$ cat config.mk
export PLATFORM = sky130hd
export DESIGN_NAME = ramdac_port
export DESIGN_NICKNAME = d
export VERILOG_FILES = /design/src/rtl/ramdac_pkg.sv /design/src/rtl/ramdac_seq.sv /design/src/rtl/ramdac_xbank.sv /design/src/rtl/ramdac_port.sv
export SDC_FILE = /design/constraint.sdc
export NUM_CORES = 1
export LEC_CHECK = 0
export BUFFER_PORTS_ARGS = -buffer_cell sky130_fd_sc_hd__buf_2
export CAP_MARGIN = 40
export CORE_ASPECT_RATIO = 1.75
export CORE_UTILIZATION = 66
export DETAILED_ROUTE_END_ITERATION = 12
export GPL_ROUTABILITY_DRIVEN = 0
export GPL_TIMING_DRIVEN = 0
export HOLD_SLACK_MARGIN = 0.02
export PLACE_DENSITY = 0.9
export RECOVER_POWER = 25
export SETUP_SLACK_MARGIN = 0.5
export SLEW_MARGIN = 15
export SYNTH_ARGS = -nofsm -noshare
export SYNTH_HDL_FRONTEND = slang
export SYNTH_SLANG_ARGS = --single-unit
$ cat constraint.sdc
create_clock -name clk -period 6.77 [get_ports clk]
set_input_delay 1.0155 -clock clk [delete_from_list [all_inputs] [get_ports clk]]
set_output_delay 1.0155 -clock clk [all_outputs]
set_load 0.03 [all_outputs]
$ cat src/rtl/ramdac_pkg.sv
package ramdac_pkg;
  localparam int DATA_W  = 8;
  localparam int IDX_W   = 2 * DATA_W;
  localparam int XEN_BIT = 4;
  localparam int NXREG   = 5;

  typedef enum logic [2:0] {
    TGT_NONE,
    TGT_MASK,
    TGT_CMD,
    TGT_IDX_LO,
    TGT_IDX_HI,
    TGT_XREG
  } tgt_e;

  typedef enum logic [1:0] {
    SEQ_PLAIN,
    SEQ_IDX_HI,
    SEQ_XDATA
  } seq_e;

  localparam logic [IDX_W-1:0] XREG_ADDR [NXREG] = '{
    16'h0003, 16'h0004, 16'h0005, 16'h0024, 16'h0025
  };
endpackage

$ cat src/rtl/ramdac_seq.sv
module ramdac_seq
  import ramdac_pkg::*;
#(
  parameter int CMD_AT = 4,
  parameter int IDX_AT = 5
) (
  input  logic              clk,
  input  logic              rst_n,
  input  logic              addr_wr,
  input  logic              mask_wr,
  input  logic              mask_rd,
  input  logic [DATA_W-1:0] wdata,
  input  logic              xen,
  output tgt_e              tgt,
  output seq_e              mode,
  output logic [IDX_W-1:0]  index
);
  localparam int CNT_SAT = IDX_AT + 1;
  localparam int CNT_W   = $clog2(CNT_SAT + 1);
  localparam logic [CNT_W-1:0] CMD_CNT = CMD_AT[CNT_W-1:0];
  localparam logic [CNT_W-1:0] IDX_CNT = IDX_AT[CNT_W-1:0];
  localparam logic [CNT_W-1:0] SAT_CNT = CNT_SAT[CNT_W-1:0];

  logic [CNT_W-1:0] cnt_q, cnt_d;
  seq_e             mode_q, mode_d;
  logic [IDX_W-1:0] idx_q, idx_d;
  logic             cnt_en, mode_en, idx_en;

  always_comb begin
    tgt     = TGT_NONE;
    cnt_d   = cnt_q;
    mode_d  = mode_q;
    idx_d   = idx_q;
    cnt_en  = 1'b0;
    mode_en = 1'b0;
    idx_en  = 1'b0;
    if (addr_wr) begin
      cnt_d   = '0;
      mode_d  = SEQ_PLAIN;
      cnt_en  = 1'b1;
      mode_en = 1'b1;
    end else if (mask_wr) begin
      unique case (mode_q)
        SEQ_PLAIN: begin
          cnt_d  = '0;
          cnt_en = 1'b1;
          if (cnt_q == CMD_CNT) begin
            tgt = TGT_CMD;
          end else if (cnt_q == IDX_CNT && xen) begin
            tgt     = TGT_IDX_LO;
            idx_d   = {idx_q[IDX_W-1:DATA_W], wdata};
            idx_en  = 1'b1;
            mode_d  = SEQ_IDX_HI;
            mode_en = 1'b1;
          end else begin
            tgt = TGT_MASK;
          end
        end
        SEQ_IDX_HI: begin
          tgt     = TGT_IDX_HI;
          idx_d   = {wdata, idx_q[DATA_W-1:0]};
          idx_en  = 1'b1;
          mode_d  = SEQ_XDATA;
          mode_en = 1'b1;
        end
        default: begin
          tgt    = TGT_XREG;
          idx_d  = idx_q + 1'b1;
          idx_en = 1'b1;
        end
      endcase
    end else if (mask_rd) begin
      unique case (mode_q)
        SEQ_PLAIN: begin
          tgt    = (cnt_q == CMD_CNT) ? TGT_CMD : TGT_MASK;
          cnt_d  = (cnt_q == SAT_CNT) ? cnt_q : cnt_q + 1'b1;
          cnt_en = 1'b1;
        end
        SEQ_IDX_HI: begin
          tgt     = TGT_MASK;
          cnt_d   = {{(CNT_W-1){1'b0}}, 1'b1};
          cnt_en  = 1'b1;
          mode_d  = SEQ_PLAIN;
          mode_en = 1'b1;
        end
        default: begin
          tgt    = TGT_XREG;
          idx_d  = idx_q + 1'b1;
          idx_en = 1'b1;
        end
      endcase
    end
  end

  always_ff @(posedge clk or negedge rst_n) begin
    if (!rst_n) begin
      cnt_q  <= '0;
      mode_q <= SEQ_PLAIN;
      idx_q  <= '0;
    end else begin
      if (cnt_en)  cnt_q  <= cnt_d;
      if (mode_en) mode_q <= mode_d;
      if (idx_en)  idx_q  <= idx_d;
    end
  end

  assign mode  = mode_q;
  assign index = idx_q;
endmodule

$ cat src/rtl/ramdac_xbank.sv
module ramdac_xbank
  import ramdac_pkg::*;
(
  input  logic              clk,
  input  logic              rst_n,
  input  logic              we,
  input  logic [IDX_W-1:0]  index,
  input  logic [DATA_W-1:0] wdata,
  output logic [DATA_W-1:0] rdata
);
  logic [DATA_W-1:0] reg_q [NXREG];
  logic [NXREG-1:0]  hit;

  for (genvar g = 0; g < NXREG; g++) begin : g_reg
    assign hit[g] = (index == XREG_ADDR[g]);
    always_ff @(posedge clk or negedge rst_n) begin
      if (!rst_n) reg_q[g] <= '0;
      else if (we && hit[g]) reg_q[g] <= wdata;
    end
  end

  always_comb begin
    rdata = '0;
    for (int i = 0; i < NXREG; i++) begin
      if (hit[i]) rdata = rdata | reg_q[i];
    end
  end
endmodule

$ cat src/rtl/ramdac_port.sv
module ramdac_port
  import ramdac_pkg::*;
(
  input  logic              clk,
  input  logic              rst_n,
  input  logic              port_sel,
  input  logic              bus_wr,
  input  logic              bus_rd,
  input  logic [DATA_W-1:0] bus_wdata,
  output logic [DATA_W-1:0] bus_rdata
);
  logic              addr_wr, mask_wr, mask_rd;
  tgt_e              tgt;
  seq_e              seq_mode;
  logic [IDX_W-1:0]  index;
  logic [DATA_W-1:0] pmask_q, pmask_d, cmd_q, cmd_d, x_rdata;
  logic              pmask_en, cmd_en, x_we;

  assign addr_wr = bus_wr & ~port_sel;
  assign mask_wr = bus_wr & port_sel;
  assign mask_rd = bus_rd & ~bus_wr & port_sel;

  ramdac_seq #(.CMD_AT(4), .IDX_AT(5)) i_seq (
    .clk     (clk),
    .rst_n   (rst_n),
    .addr_wr (addr_wr),
    .mask_wr (mask_wr),
    .mask_rd (mask_rd),
    .wdata   (bus_wdata),
    .xen     (cmd_q[XEN_BIT]),
    .tgt     (tgt),
    .mode    (seq_mode),
    .index   (index)
  );

  assign x_we = mask_wr && (tgt == TGT_XREG);

  ramdac_xbank i_xbank (
    .clk   (clk),
    .rst_n (rst_n),
    .we    (x_we),
    .index (index),
    .wdata (bus_wdata),
    .rdata (x_rdata)
  );

  always_comb begin
    pmask_en = mask_wr && (tgt == TGT_MASK);
    cmd_en   = mask_wr && (tgt == TGT_CMD);
    pmask_d  = bus_wdata;
    cmd_d    = bus_wdata;
  end

  always_ff @(posedge clk or negedge rst_n) begin
    if (!rst_n) begin
      pmask_q <= '1;
      cmd_q   <= '0;
    end else begin
      if (pmask_en) pmask_q <= pmask_d;
      if (cmd_en)   cmd_q   <= cmd_d;
    end
  end

  always_comb begin
    bus_rdata = '0;
    if (mask_rd) begin
      unique case (tgt)
        TGT_MASK: bus_rdata = pmask_q;
        TGT_CMD:  bus_rdata = cmd_q;
        TGT_XREG: bus_rdata = x_rdata;
        default:  bus_rdata = '0;
      endcase
    end
  end
endmodule

==> metrics <==
Sw Pwr=0.000322 W; logic gate share of total power=16.0%; critical path arrival=3.26 ns; number of synthesized flops with an enable pin=0; ys async rst share=100%; Setup violations, final=0; Synth cell types=45; register area=1940 µm²; HP Class=flip-flop to flip-flop; final antenna-violating net count=0; nets@finish=447; Int Power=0.000757 W; Die Y=106 µm; chip width=61.5 µm; area post-placement=4310 µm²; total power draw=0.00108 W; Via-to-Cell Ratio=6.75; PwrDens=241 nW/µm²; fillers=434; Port Buffers=19; fmax=234 MHz; most common cell after layout, fill and taps aside=dfrtp_1; P&R area growth vs syn=9.47%; LEAKAGE=1.95 nW; Switching Share=29.9%; DP HPWL=7.11 mm; synthesized instance count=395; TritonRoute pass-1 iters=7; Slew @ Worst Pin=2.22 ns; std cell rows=37; Root Driver=clkbuf_8; max layer used=met4; final hold vios=0; clk_lat worst skew=0.37 ns; RSZ-0062 raised after global routing=no; residual DRC count=0; r2r setup slk=3.88 ns; remaining global-route overflow=0; placed cell count=494; Total Routing Usage GR=36.6%; pin count of the biggest net entering global routing=43; initial antenna violation count=0; diode count=0; violated checks=max-capacitance violations, max-slew violations; clock transition at the registers of the reported paths=0.07 ns; reg2reg start=i_seq.cnt_q[0]; multi-input logic area=2040 µm²; Crit path max-delay family=buffers and inverters; met1 wire length=3.79 mm; clock share of power=31.6%; PostCTS Resize Cnt=0; H-tree levels=3; power share of the sequential group=52.4%; met2 WL=5.33 mm; startpoint class of the critical path=input port; Worst EP required=5.75 ns; Max Slew Vio Count=80; Sink Count=77; crit-path max FO=10; wirelength, routed=10.3 mm; Synth Warn #=0; crit path max-delay cell type=clkbuf_1; DR WL met3=716 µm; layout cells sized above 1=23.7%; I/O pins=21; setup_tns=0 ns; Initial DRC Count=422; Slew Limit Headroom=-48.1%; CP cell instances=buf_2 -> clkbuf_1 -> o21a_1 -> clkbuf_1 -> clkbuf_1 -> nand4_1 -> o21ai_0 -> nand2_1 -> o211ai_1 -> buf_2; crit share post-route=63.2%; Design Area, Final=4480 µm²; peak supply drop=0.193 mV; Die ar.=6530 µm²; Hold WS=0.513 ns; CP Capture Type=output pin; CTS tree=done; TritonCTS Buffers=9; number of global-route vias before repair=3532; Synth Flop Type=dfrtp_1; most frequent cells in the layout=dfrtp_1, mux2_2, nand2_1, o21ai_0, nand3_1; skew final=0.0100 ns; critical path's largest stage delay=0.42 ns; fin crit period=4.28 ns; status=finished with violations; CP dominant cell by count=clkbuf_1; global-route wire length before repair=17.2 mm; type of the worst setup path=input port to output pin; Max Cap Violations=2; core area=5930 µm²; syn avg cell area=10.4 µm²; CTS Buffer Depth=2; Post-CTS Setup Bufs=0; Synth Net Count=415; Via Count=3438; sequential fraction of the synthesis area=47.3%; Netlist Area Pre-Place=4090 µm²; Initial Util=69.1%; Worst Path Buf+Inv=5; hold_sp=cmd_q[5]; crit path from=bus_wr; flop and latch count out of synthesis=77; WL/cell=20.3 µm; post-route insts no fill=509; Hold Buf Count CTS=0
## layer usage
metal,vias up,GRT usage (%)
met2,170,57.4
met3,39,8.15
met1,1680,45.1
met5,-,0
li1,1549,-
met4,0,21.0
## worst paths after layout
check | end | cells after the start
max | bus_rdata[4] | 10
min | cmd_q[5] | 1
max reg2reg | pmask_q[1] | 9
min reg2reg | cmd_q[5] | 1
max in group asynchronous | i_seq.cnt_q[2] | 2
min in group asynchronous | i_xbank.reg_q[11] | 1
## worst reg2reg max path: cells and delay by family (launching register included)
| kind | cells | cell delay, ns |
|---|---|---|
| AO/OA/AOI/OAI | 1 | 0.43 |
| multiplexers | 1 | 0.41 |
| buffers and inverters | 3 | 0.50 |
| flip-flops | 1 | 0.40 |
| adder cells (fa/ha/maj) | 1 | 0.22 |
| AND/OR/NAND/NOR | 3 | 0.86 |
## logic make-up after synthesis
logic type      Yosys count  share of synthesized area, %
flops                    77                          47.3
buf+inv                  31                          2.90
compound gates           85                          14.0
simple gates            137                          17.8
mux                      57                          15.6
fa+ha+maj                 7                          2.14
xor+xnor                  1                         0.214
## Yosys cell counts, types with 2 or more instances
| master | instances | area share [%] |
|---|---|---|
| clkbuf_1 | 21 | 1.9 |
| nor4bb_1 | 2 | 0.49 |
| nor3_1 | 6 | 0.73 |
| a22oi_1 | 9 | 1.7 |
| nand2_1 | 33 | 3.0 |
| nor4_1 | 4 | 0.61 |
| dfstp_2 | 8 | 5.1 |
| a31oi_1 | 3 | 0.46 |
| nand3b_1 | 2 | 0.37 |
| o311ai_0 | 2 | 0.43 |
| a32oi_1 | 5 | 1.1 |
| a221oi_1 | 2 | 0.43 |
| nor3b_1 | 2 | 0.37 |
| buf_2 | 2 | 0.24 |
| nor2_1 | 16 | 1.5 |
| mux2_2 | 56 | 15 |
| nand2b_1 | 9 | 1.4 |
| o211ai_1 | 11 | 2.0 |
| dfrtp_1 | 69 | 42 |
| nand4_1 | 11 | 1.7 |
| nand3_1 | 29 | 3.5 |
| inv_1 | 8 | 0.73 |
| a21oi_1 | 7 | 0.86 |
| a222oi_1 | 8 | 2.0 |
| ha_1 | 7 | 2.1 |
| and2_1 | 4 | 0.61 |
| and3_1 | 8 | 1.2 |
| nor2b_1 | 2 | 0.31 |
| o21ai_0 | 33 | 4.0 |
## flip-flops by register name, summed over array words and instances (netlist names)
name / count
i_seq.index: 16
i_seq.mode: 2
i_seq.cnt_q: 3
pmask_q: 8
cmd_q: 8
i_xbank.reg_q: 40
## through the flow
step	util, %	setup slack, ns
2_1_floorplan	-	3.20
3_5_place_dp	72.8	2.65
5_1_grt	75.6	2.05
3_3_place_gp	72.3	2.66
4_1_cts	76.0	2.57
6_report	75.6	2.49
## power by group through the flow
stage / registers [W] / clock network [W] / logic [W]
after floorplan: 0.000559 / 0 / 0.000117
after global routing: 0.000573 / 0.000358 / 0.000191
after detailed placement: 0.000572 / 0 / 0.000170
after global placement: 0.000569 / 0 / 0.000159
after CTS: 0.000564 / 0.000342 / 0.000173
final: 0.000566 / 0.000341 / 0.000173
## area by class of cell
class	instances	area share, %
buffer	23	1.98
clock buffer	9	2.76
inverter	8	0.670
tap	78	2.18
multi-input combinational	287	45.5
sequential	77	43.2
clock inverter	6	1.42
timing repair buffer	21	2.29
Note: power is estimated with default switching activity, not from simulation.
